===== config.mk =====
export PLATFORM = sky130hd
export DESIGN_NAME = i2c_slv_tx
export DESIGN_NICKNAME = d
export VERILOG_FILES = /design/src/rtl/i2c_slv_pkg.sv /design/src/rtl/i2c_line_sync.sv /design/src/rtl/i2c_bus_events.sv /design/src/rtl/i2c_host_regs.sv /design/src/rtl/i2c_slv_tx_fsm.sv /design/src/rtl/i2c_slv_tx.sv
export SDC_FILE = /design/constraint.sdc
export NUM_CORES = 1
export LEC_CHECK = 0
export BUFFER_PORTS_ARGS = -buffer_cell sky130_fd_sc_hd__buf_2
export CAP_MARGIN = 30
export CORE_MARGIN = 2
export CORE_UTILIZATION = 48
export CTS_CLUSTER_SIZE = 8
export DETAILED_ROUTE_END_ITERATION = 10
export PLACE_DENSITY = 0.7
export SYNTH_ARGS = -nofsm -noshare
export SYNTH_HDL_FRONTEND = slang
export SYNTH_SLANG_ARGS = --single-unit

===== constraint.sdc =====
create_clock -name clk_i -period 2.69 [get_ports clk_i]
set_clock_uncertainty 0.05 [all_clocks]
set_input_delay 0.269 -clock clk_i [delete_from_list [all_inputs] [get_ports clk_i]]
set_output_delay 0.269 -clock clk_i [all_outputs]
set_load 0.005 [all_outputs]

===== src/rtl/i2c_slv_pkg.sv =====
package i2c_slv_pkg;
  localparam int ADDR_W = 7;
  localparam int DATA_W = ADDR_W + 1;
  localparam int CNT_W  = $clog2(DATA_W + 1);

  typedef enum logic [2:0] {
    S_IDLE,
    S_ADDR,
    S_ADDR_ACK,
    S_TX,
    S_DATA_ACK,
    S_ERR
  } slv_state_e;

  localparam logic [7:0] ST_ADDR_ACK  = 8'hA8;
  localparam logic [7:0] ST_DATA_ACK  = 8'hB8;
  localparam logic [7:0] ST_DATA_NACK = 8'hC0;
  localparam logic [7:0] ST_LAST_ACK  = 8'hC8;
  localparam logic [7:0] ST_NO_INFO   = 8'hF8;
  localparam logic [7:0] ST_BUS_ERR   = 8'h00;
  // reserved: addressed after lost arbitration, never produced here
  localparam logic [7:0] ST_ARB_ADDR  = 8'hB0;
endpackage


===== src/rtl/i2c_line_sync.sv =====
module i2c_line_sync #(
  parameter int STAGES = 2
) (
  input  logic clk_i,
  input  logic rst_ni,
  input  logic line_i,
  output logic line_o
);
  logic [STAGES-1:0] pipe_q;

  // idle bus level is high
  always_ff @(posedge clk_i or negedge rst_ni) begin
    if (!rst_ni) pipe_q <= '1;
    else         pipe_q <= {pipe_q[STAGES-2:0], line_i};
  end

  assign line_o = pipe_q[STAGES-1];
endmodule


===== src/rtl/i2c_bus_events.sv =====
module i2c_bus_events (
  input  logic clk_i,
  input  logic rst_ni,
  input  logic scl_i,
  input  logic sda_i,
  output logic scl_rise_o,
  output logic scl_fall_o,
  output logic start_o,
  output logic stop_o
);
  logic scl_q, sda_q;

  always_ff @(posedge clk_i or negedge rst_ni) begin
    if (!rst_ni) begin
      scl_q <= 1'b1;
      sda_q <= 1'b1;
    end else begin
      scl_q <= scl_i;
      sda_q <= sda_i;
    end
  end

  assign scl_rise_o = scl_i & ~scl_q;
  assign scl_fall_o = ~scl_i & scl_q;
  assign start_o    = scl_i & scl_q & sda_q & ~sda_i;
  assign stop_o     = scl_i & scl_q & ~sda_q & sda_i;
endmodule


===== src/rtl/i2c_host_regs.sv =====
module i2c_host_regs
  import i2c_slv_pkg::*;
(
  input  logic              clk_i,
  input  logic              rst_ni,
  input  logic              data_we_i,
  input  logic [DATA_W-1:0] data_i,
  input  logic              ctrl_we_i,
  input  logic              ctrl_ea_i,
  input  logic              ctrl_sto_i,
  input  logic              ctrl_int_i,
  input  logic              evt_i,
  input  logic [7:0]        code_i,
  input  logic              in_err_i,
  output logic [DATA_W-1:0] data_nx_o,
  output logic              ea_nx_o,
  output logic              release_o,
  output logic              recover_o,
  output logic              stretch_o,
  output logic              int_o,
  output logic              ea_o,
  output logic              sto_o,
  output logic [7:0]        status_o
);
  logic [DATA_W-1:0] data_q;
  logic              ea_q, sto_q, int_q, rel_q;
  logic [7:0]        code_q;
  logic              clr_req;

  assign clr_req   = ctrl_we_i & ctrl_int_i & int_q;
  assign recover_o = clr_req & ctrl_sto_i & in_err_i;
  assign release_o = clr_req & ~in_err_i;
  assign data_nx_o = data_we_i ? data_i : data_q;
  assign ea_nx_o   = ctrl_we_i ? ctrl_ea_i : ea_q;

  always_ff @(posedge clk_i or negedge rst_ni) begin
    if (!rst_ni) begin
      data_q <= '0;
      ea_q   <= 1'b0;
      sto_q  <= 1'b0;
      int_q  <= 1'b0;
      rel_q  <= 1'b0;
      code_q <= ST_NO_INFO;
    end else begin
      data_q <= data_nx_o;
      ea_q   <= ea_nx_o;
      rel_q  <= release_o;
      if (ctrl_we_i) sto_q <= ctrl_sto_i & ~recover_o;
      if (evt_i) begin
        int_q  <= 1'b1;
        code_q <= code_i;
      end else if (release_o || recover_o) begin
        int_q  <= 1'b0;
      end
    end
  end

  // hold SCL one extra cycle so the first data bit settles before release
  assign stretch_o = int_q | rel_q;
  assign int_o     = int_q;
  assign ea_o      = ea_q;
  assign sto_o     = sto_q;
  assign status_o  = int_q ? code_q : ST_NO_INFO;


  err_flag_sticky_chk: assert property (@(posedge clk_i) disable iff (!rst_ni)
    (in_err_i && int_q && ctrl_we_i && ctrl_int_i && !ctrl_sto_i) |=> int_q);


  recover_clears_chk: assert property (@(posedge clk_i) disable iff (!rst_ni)
    recover_o |=> (!int_q && !sto_q && status_o == ST_NO_INFO));


  bus_err_flag_chk: assert property (@(posedge clk_i) disable iff (!rst_ni)
    (evt_i && code_i == ST_BUS_ERR) |=> (int_q && status_o == ST_BUS_ERR));


  stretch_hold_chk: assert property (@(posedge clk_i) disable iff (!rst_ni)
    release_o |=> (stretch_o && !int_q));
endmodule


===== src/rtl/i2c_slv_tx_fsm.sv =====
module i2c_slv_tx_fsm
  import i2c_slv_pkg::*;
(
  input  logic              clk_i,
  input  logic              rst_ni,
  input  logic [ADDR_W-1:0] own_addr_i,
  input  logic              scl_lvl_i,
  input  logic              sda_lvl_i,
  input  logic              scl_rise_i,
  input  logic              scl_fall_i,
  input  logic              start_i,
  input  logic              stop_i,
  input  logic              ea_i,
  input  logic [DATA_W-1:0] data_i,
  input  logic              release_i,
  input  logic              recover_i,
  output logic              evt_o,
  output logic [7:0]        code_o,
  output logic              sda_pull_o,
  output logic              in_err_o
);
  localparam logic [CNT_W-1:0] CNT_FULL = CNT_W'(DATA_W);
  localparam logic [CNT_W-1:0] CNT_LAST = CNT_W'(DATA_W - 1);

  slv_state_e        state_q;
  logic [CNT_W-1:0]  cnt_q;
  logic [DATA_W-1:0] shreg_q;
  logic              tx_q, last_q, ack_q, evt_q;
  logic [7:0]        code_q;
  logic              in_slot, addr_hit;

  assign in_slot = (state_q == S_ADDR && cnt_q != '0) || state_q == S_ADDR_ACK ||
                   state_q == S_TX || state_q == S_DATA_ACK;
  assign addr_hit = (shreg_q[DATA_W-1:1] == own_addr_i) && shreg_q[0] && ea_i;

  always_ff @(posedge clk_i or negedge rst_ni) begin
    if (!rst_ni) begin
      state_q <= S_IDLE;
      cnt_q   <= '0;
      shreg_q <= '1;
      tx_q    <= 1'b0;
      last_q  <= 1'b0;
      ack_q   <= 1'b0;
      evt_q   <= 1'b0;
      code_q  <= ST_NO_INFO;
    end else begin
      evt_q <= 1'b0;
      if (recover_i) begin
        state_q <= S_IDLE;
        tx_q    <= 1'b0;
      end else if ((start_i || stop_i) && in_slot) begin
        state_q <= S_ERR;
        tx_q    <= 1'b0;
        evt_q   <= 1'b1;
        code_q  <= ST_BUS_ERR;
      end else begin
        case (state_q)
          S_IDLE: if (start_i) begin
            state_q <= S_ADDR;
            cnt_q   <= '0;
          end
          S_ADDR: begin
            if (start_i) cnt_q <= '0;
            else if (stop_i) state_q <= S_IDLE;
            else if (scl_rise_i && cnt_q != CNT_FULL) begin
              shreg_q <= {shreg_q[DATA_W-2:0], sda_lvl_i};
              cnt_q   <= cnt_q + 1'b1;
            end else if (scl_fall_i && cnt_q == CNT_FULL) begin
              state_q <= addr_hit ? S_ADDR_ACK : S_IDLE;
            end
          end
          S_ADDR_ACK: if (scl_fall_i) begin
            state_q <= S_TX;
            cnt_q   <= '0;
            evt_q   <= 1'b1;
            code_q  <= ST_ADDR_ACK;
          end
          S_TX: begin
            if (release_i) begin
              shreg_q <= data_i;
              tx_q    <= 1'b1;
              last_q  <= ~ea_i;
            end else if (scl_fall_i && tx_q) begin
              shreg_q <= {shreg_q[DATA_W-2:0], 1'b1};
              if (cnt_q == CNT_LAST) begin
                state_q <= S_DATA_ACK;
                cnt_q   <= '0;
              end else begin
                cnt_q <= cnt_q + 1'b1;
              end
            end
          end
          S_DATA_ACK: begin
            if (scl_rise_i) ack_q <= ~sda_lvl_i;
            else if (scl_fall_i) begin
              tx_q  <= 1'b0;
              evt_q <= 1'b1;
              if (!ack_q) begin
                code_q  <= ST_DATA_NACK;
                state_q <= S_IDLE;
              end else if (last_q) begin
                code_q  <= ST_LAST_ACK;
                state_q <= S_IDLE;
              end else begin
                code_q  <= ST_DATA_ACK;
                state_q <= S_TX;
              end
            end
          end
          S_ERR: ;
          default: state_q <= S_IDLE;
        endcase
      end
    end
  end

  assign sda_pull_o = (state_q == S_ADDR_ACK) ||
                      (state_q == S_TX && tx_q && !shreg_q[DATA_W-1]);
  assign evt_o    = evt_q;
  assign code_o   = code_q;
  assign in_err_o = (state_q == S_ERR);


  sda_scl_low_chk: assert property (@(posedge clk_i) disable iff (!rst_ni)
    !$stable(sda_pull_o) |-> !scl_lvl_i);


  not_addr_after_end_chk: assert property (@(posedge clk_i) disable iff (!rst_ni)
    (evt_o && (code_o == ST_DATA_NACK || code_o == ST_LAST_ACK)) |-> state_q == S_IDLE);


  evt_on_edge_chk: assert property (@(posedge clk_i) disable iff (!rst_ni)
    evt_o |-> $past(scl_fall_i || start_i || stop_i));
endmodule


===== src/rtl/i2c_slv_tx.sv =====
module i2c_slv_tx
  import i2c_slv_pkg::*;
#(
  parameter int SYNC_STAGES = 2
) (
  input  logic              clk_i,
  input  logic              rst_ni,
  input  logic [ADDR_W-1:0] own_addr_i,
  input  logic              scl_i,
  input  logic              sda_i,
  output logic              scl_pull_o,
  output logic              sda_pull_o,
  input  logic              data_we_i,
  input  logic [DATA_W-1:0] data_i,
  input  logic              ctrl_we_i,
  input  logic              ctrl_ea_i,
  input  logic              ctrl_sto_i,
  input  logic              ctrl_int_i,
  output logic              int_o,
  output logic              ea_o,
  output logic              sto_o,
  output logic [7:0]        status_o
);
  localparam int NUM_LINES = 2;

  logic [NUM_LINES-1:0] raw, synced;
  logic scl_rise, scl_fall, start, stop;
  logic evt, in_err, release_p, recover_p, ea_nx;
  logic [7:0] code;
  logic [DATA_W-1:0] data_nx;

  assign raw = {sda_i, scl_i};

  for (genvar i = 0; i < NUM_LINES; i++) begin : g_sync
    i2c_line_sync #(.STAGES(SYNC_STAGES)) u_sync (
      .clk_i  (clk_i),
      .rst_ni (rst_ni),
      .line_i (raw[i]),
      .line_o (synced[i])
    );
  end

  i2c_bus_events u_events (
    .clk_i      (clk_i),
    .rst_ni     (rst_ni),
    .scl_i      (synced[0]),
    .sda_i      (synced[1]),
    .scl_rise_o (scl_rise),
    .scl_fall_o (scl_fall),
    .start_o    (start),
    .stop_o     (stop)
  );

  i2c_slv_tx_fsm u_fsm (
    .clk_i      (clk_i),
    .rst_ni     (rst_ni),
    .own_addr_i (own_addr_i),
    .scl_lvl_i  (synced[0]),
    .sda_lvl_i  (synced[1]),
    .scl_rise_i (scl_rise),
    .scl_fall_i (scl_fall),
    .start_i    (start),
    .stop_i     (stop),
    .ea_i       (ea_nx),
    .data_i     (data_nx),
    .release_i  (release_p),
    .recover_i  (recover_p),
    .evt_o      (evt),
    .code_o     (code),
    .sda_pull_o (sda_pull_o),
    .in_err_o   (in_err)
  );

  i2c_host_regs u_regs (
    .clk_i      (clk_i),
    .rst_ni     (rst_ni),
    .data_we_i  (data_we_i),
    .data_i     (data_i),
    .ctrl_we_i  (ctrl_we_i),
    .ctrl_ea_i  (ctrl_ea_i),
    .ctrl_sto_i (ctrl_sto_i),
    .ctrl_int_i (ctrl_int_i),
    .evt_i      (evt),
    .code_i     (code),
    .in_err_i   (in_err),
    .data_nx_o  (data_nx),
    .ea_nx_o    (ea_nx),
    .release_o  (release_p),
    .recover_o  (recover_p),
    .stretch_o  (scl_pull_o),
    .int_o      (int_o),
    .ea_o       (ea_o),
    .sto_o      (sto_o),
    .status_o   (status_o)
  );
endmodule


## After elaboration in Yosys (flattened, before gate mapping)

Index checks and enable logic that the tools add are counted.
Widths: inputs -> output; s select.

- Add/subtract/negate cells: 1
- Bitwise logic cells: 22
- Eq/ne operators: 34
- Reduce and logical (&&, ||, !) cells: 30
- Mux-type cells: 55

Operator list:

| operator | count |
|---|---|
| $mux 8 | 12 |
| $mux 3 | 14 |
| $mux 4 | 8 |
| $pmux 8 s2 | 2 |
| $pmux 3 s6 | 1 |
| $ne 4x3->1 const B | 4 |
| $pmux 4 s4 | 1 |
| $ne 3x2->1 const B | 5 |
| $and 1x1->1 | 13 |
| $mux 1 | 12 |
| $ne 4x2->1 const B | 3 |
| $reduce_and 4->1 | 3 |
| $reduce_bool 4->1 | 3 |
| $reduce_and 11->1 | 1 |
| $ne 2x2->1 const B | 5 |
| $ne 5x3->1 const B | 2 |
| $logic_and 1x1->1 | 9 |
| $reduce_and 9->1 | 1 |
| $ne 4x4->1 const B | 2 |
| $not 1->1 | 8 |
| $eq 7x7->1 | 1 |
| $mux 7 | 1 |
| $reduce_and 7->1 | 1 |
| $eq 3x2->1 const B | 2 |
| other kinds (17) | 28 |

- Input bits: 24
- Word-level logic and storage cells: 160
- Register bits: 53
- Output and inout port bits: 13

## Depth between registers and ports, before layout

- Depth after elaboration: 11
- Mapped depth: 8
- Mapped depth without buffers: 7

## Hierarchy

From an unflattened synthesis, not the netlist that was laid out.

- Cells, all modules: 241
- Area total of the unflattened synthesis: 2830.2 um^2

By module, submodules not included:

| module | times used | cells each | seq. area each (um^2) | area an instance (um^2) |
|---|---|---|---|---|
| i2c_slv_tx_fsm | 1 | 171 | 616.8 | 1739.2 |
| i2c_host_regs | 1 | 60 | 506.7 | 900.9 |
| i2c_line_sync | 2 | 2 | 52.6 | 52.6 |
| i2c_bus_events | 1 | 6 | 52.6 | 85.1 |

## Worst setup path before layout

OpenSTA, ideal clock, no wires.

- Path kind: flip-flop to flip-flop
- From: register u_fsm.cnt_q[0]
- To: register u_fsm.cnt_q[0]
- Data arrival time: 1.916 ns
- Library setup time: 0.128 ns
- Data required time: 2.512 ns
- Setup slack: 0.596 ns
- Cell stages (with the launch flop): 8
- Period minus slack after synthesis: 2.094 ns
- Path buffers: 0
- Cells stage by stage: dfrtp_1 -> inv_1 -> ha_1 -> nor3b_1 -> o211ai_2 -> a221o_1 -> or2_1 -> mux2_1

- Cells in the longest elaborated chain, start to end: 8
- Elaborated cells on any way between the ends: 20
- Those cells by class: add/sub (1); eq/ne (3); mux (7); bitwise (1); reduce/logical (8)

RTL lines:

| element | line | text |
|---|---|---|
| start: declaration | i2c_slv_tx_fsm.sv:26 | `logic [CNT_W-1:0] cnt_q;` |
| start signal: assignment | i2c_slv_tx_fsm.sv:67 | `cnt_q <= cnt_q + 1'b1;` |
| start signal: assignment | i2c_slv_tx_fsm.sv:89 | `cnt_q <= cnt_q + 1'b1;` |
| parallel branches: the longest is 8 deep, another holds $add 4x1->4 | - |  |

Parallel ways; which one is timed is not known. The select of a mux whose other input is x is not followed.
A chain may end at the register's enable or synchronous reset.

## Worst setup path in the final report

- From: register u_regs.int_q, in the netlist u_regs.int_o
- To: register u_fsm.cnt_q[0]

- Cells in the longest elaborated chain, start to end: 5
- Elaborated cells on any way between the ends: 7
- Those cells by class: eq/ne (1); bitwise (5); reduce/logical (1)

RTL lines:

| element | line | text |
|---|---|---|
| start: declaration | i2c_host_regs.sv:26 | `logic ea_q, sto_q, int_q, rel_q;` |
| start signal: assignment | i2c_host_regs.sv:41 | `int_q <= 1'b0;` |
| start signal: assignment | i2c_host_regs.sv:50 | `int_q <= 1'b1;` |
| start signal: assignment | i2c_host_regs.sv:53 | `int_q <= 1'b0;` |
| $and 1x1->1 * | i2c_host_regs.sv:30 | `assign clr_req = ctrl_we_i & ctrl_int_i & int_q;` |
| $and 1x1->1 (2 in series) | i2c_host_regs.sv:31 | `assign recover_o = clr_req & ctrl_sto_i & in_err_i;` |
| $not 1->1 (no line) | - |  |
| $reduce_and 9->1 (no line) * | - |  |

Every way passes the cells marked *; elsewhere a longest branch is shown, timed or not.

==> metrics <==
Worst path depth 5; Worst-Margin Slew 912 ps; 1st-pass router iterations 4; status finished clean; grt met2 use 30.7%; DR DRC count 0; die area 5810 sq um; drt total wl 5130 um; power density over cell area 902 nW/um^2; root buf cell clkbuf_8; sequential element share of the synthesized area 48.2%; routability cong. 0.916; max cap viols 0; RSZ-0062 raised after global routing false; post-cts sizing count 0; CP max stage delay 530 ps; Leak 0.00129 uW; grt total ovfl 0; Vias/cell 5.43; crit end category flip-flop; CP Class reg -> reg; R2R depth 5; Core ar. 5070 sq um; GRT Util Overall 18.6%; Most used DFF post-synth dfstp_2; nets 304; sequential fraction of design power 46.0%; Place WS 450 ps; half-perimeter wire length after placement 3780 um; # rows 26; Post-synth top cells dfstp_2 (24), dfrtp_1 (23), nor2_1 (18); number of global-route vias before repair 1866; Slew HR 39.2%; clock power share 17.4%; largest area contributor in the synthesized netlist dfstp_2; DR iter-0 viols 131; Final Max Slew Viols 0; setup violators final 0; Final Hold Viols 0; worst-path cell chain nand3_1 -> and4_1 -> o31ai_2 -> or2_1 -> mux2_1; sw power 911 uW; setup_tns 0 ps; Startpoint Class flip-flop; synth warn 0; cell area after synthesis 2500 sq um; H-tree depth reported by CTS 2; clock buffers created by TritonCTS 5; met1 Use GR 24.6%; largest cells by area after synthesis dfstp_2 (25%), dfrtp_1 (23%), mux2_2 (6.3%); Final period util 84.2%; ANT nets after route 0; largest net degree at the start of global routing 43; Post-CTS Setup Bufs 0; combinational share of power 36.6%; Port Buffers 33; antenna cells 0; met3 Usage GRT 3.55%; Crit path required time 2820 ps; GRT Max-Usage Layer met2; number of synthesized flops with an enable pin 0; minimum clock period 2260 ps; clock sinks 47; chip height 76.2 um; async set-reset flop share out of synthesis 100%; initial antenna violation count 0; Cells after Synth 240; Crit Path Max Fanout 10; slowest CP cell dfrtp_1; WP data arrival 2400 ps; layout cells sized above 1 33.3%; delay-heaviest family, CP simple AND/OR/NAND/NOR gates; Net Sw Frac 35.4%; worst vdd ir 0.503 mV; worst min path class in -> async; most numerous cell in the Yosys netlist dfstp_2; area added between synthesis and finish 14.1%; Avg WL per Cell 14.7 um; crit path buf inv count 0; Unique masters post-synth 56; clock latency on the worst-skew pair 300 ps; Setup WS post-layout 426 ps; CTS tree done; FF+latch count, synth 47; first-pass GRT wire length 8670 um; internal cell power 1660 uW; IO Pins 37; Initial Util 49.3%; clk slew on worst S/H paths 90 ps; via total after detailed routing 1895; share of the synthesized area in the top cell type 25.2%; Avg Inst Size Synth 10.4 sq um; die width 76.2 um; Peak Freq 442 MHz; CTS max path bufs 2
## worst paths after layout
kind,startpoint,endpoint,slack (ps)
min in group clk_i,data_i[5],u_regs.data_q[5]$_DFF_PN0_,170
max in group asynchronous,rst_ni,u_fsm.shreg_q[7]$_DFFE_PN1P_,1850
worst max register to register,u_regs.int_o$_DFFE_PN0P_,u_fsm.cnt_q[0]$_DFFE_PN0P_,430
worst min register to register,g_sync[1].u_sync.pipe_q[0]$_DFF_PN1_,g_sync[1].u_sync.pipe_q[1]$_DFF_PN1_,310
worst min-delay path,rst_ni,u_fsm.evt_o$_DFF_PN0_,40
worst max-delay path,u_regs.int_o$_DFFE_PN0P_,u_fsm.cnt_q[0]$_DFFE_PN0P_,430
## cell families after synthesis
kind of cell / share of synthesized area [%]
AND/OR/NAND/NOR: 19.5
AO/OA/AOI/OAI: 13.4
flip-flops: 48.2
multiplexers: 10.4
buffers and inverters: 4.25
XOR/XNOR: 3.15
adder cells (fa/ha/maj): 0.999
other: 0.150
## cell type report
class / count / area [sq um]
clock buffers: 6 / 82.6
multi-input cells: 171 / 1200
flip-flops and latches: 47 / 1210
fillers: 467 / 2220
clock inverters: 2 / 13.8
well taps: 70 / 87.6
repair buffers: 39 / 215
inverters: 14 / 52.6
## metrics by stage
stage	power [uW]	util (%)	area, sq um	cells	hold slack [ps]
global route	2760	56.3	2860	349	134
detailed placement	2130	54.0	2740	339	297
global placement	2120	54.0	2740	339	295
finish	2580	56.3	2860	349	42.2
CTS	2600	56.1	2850	348	2.01
floorplan	1870	-	2510	242	-76.6
## power groups by stage
stage	clock (uW)	sequential [uW]	combinational [uW]
after detailed placement	0	1200	935
after CTS	465	1190	945
after global placement	0	1190	932
after global routing	491	1220	1050
final	448	1180	942
after floorplan	0	1110	760
## per-layer routing
metal  part of all wire [%]  wire length [um]
met1                     47              2410
met2                     48              2440
met4                    1.1                55
met3                    4.1               211
met5                      0                 0
## cells in the final DEF (no fill, tap or decap), types with 3 or more instances in the layout
cell       n
nor3_1     5
nand3b_1   3
dfrtp_1   23
nand2b_1  14
conb_1     3
o21ai_1    3
buf_4      4
o31ai_1    7
xnor2_1    8
nor2_1    18
nand2_1   10
nor2b_1    5
and4_1     4
buf_2     33
o21ai_0    6
clkbuf_8   6
inv_1     13
mux2_2    14
and3b_1    3
mux2i_1    8
nand3_1    7
a21oi_1   13
dfstp_2   24
## registers in the layout, indices dropped and copies added (netlist names)
signal	count
u_regs.rel_q	1
u_fsm.tx_q	1
u_regs.code_q	5
u_fsm.last_q	1
u_regs.data_q	8
u_fsm.evt_o	1
u_events.sda_q	1
u_regs.ea_o	1
u_regs.sto_o	1
u_fsm.code_o	5
u_regs.int_o	1
u_events.scl_q	1
u_fsm.ack_q	1
u_fsm.shreg_q	8
g_sync.u_sync.pipe_q	4
u_fsm.cnt_q	4
u_fsm.state_q	3
## repair_timing
item                                   CTS  global route
hold buffers                             1             1
endpoints found under the hold margin    1             1
setup endpoints to repair                0             0
(Power assumes the default switching activity.)
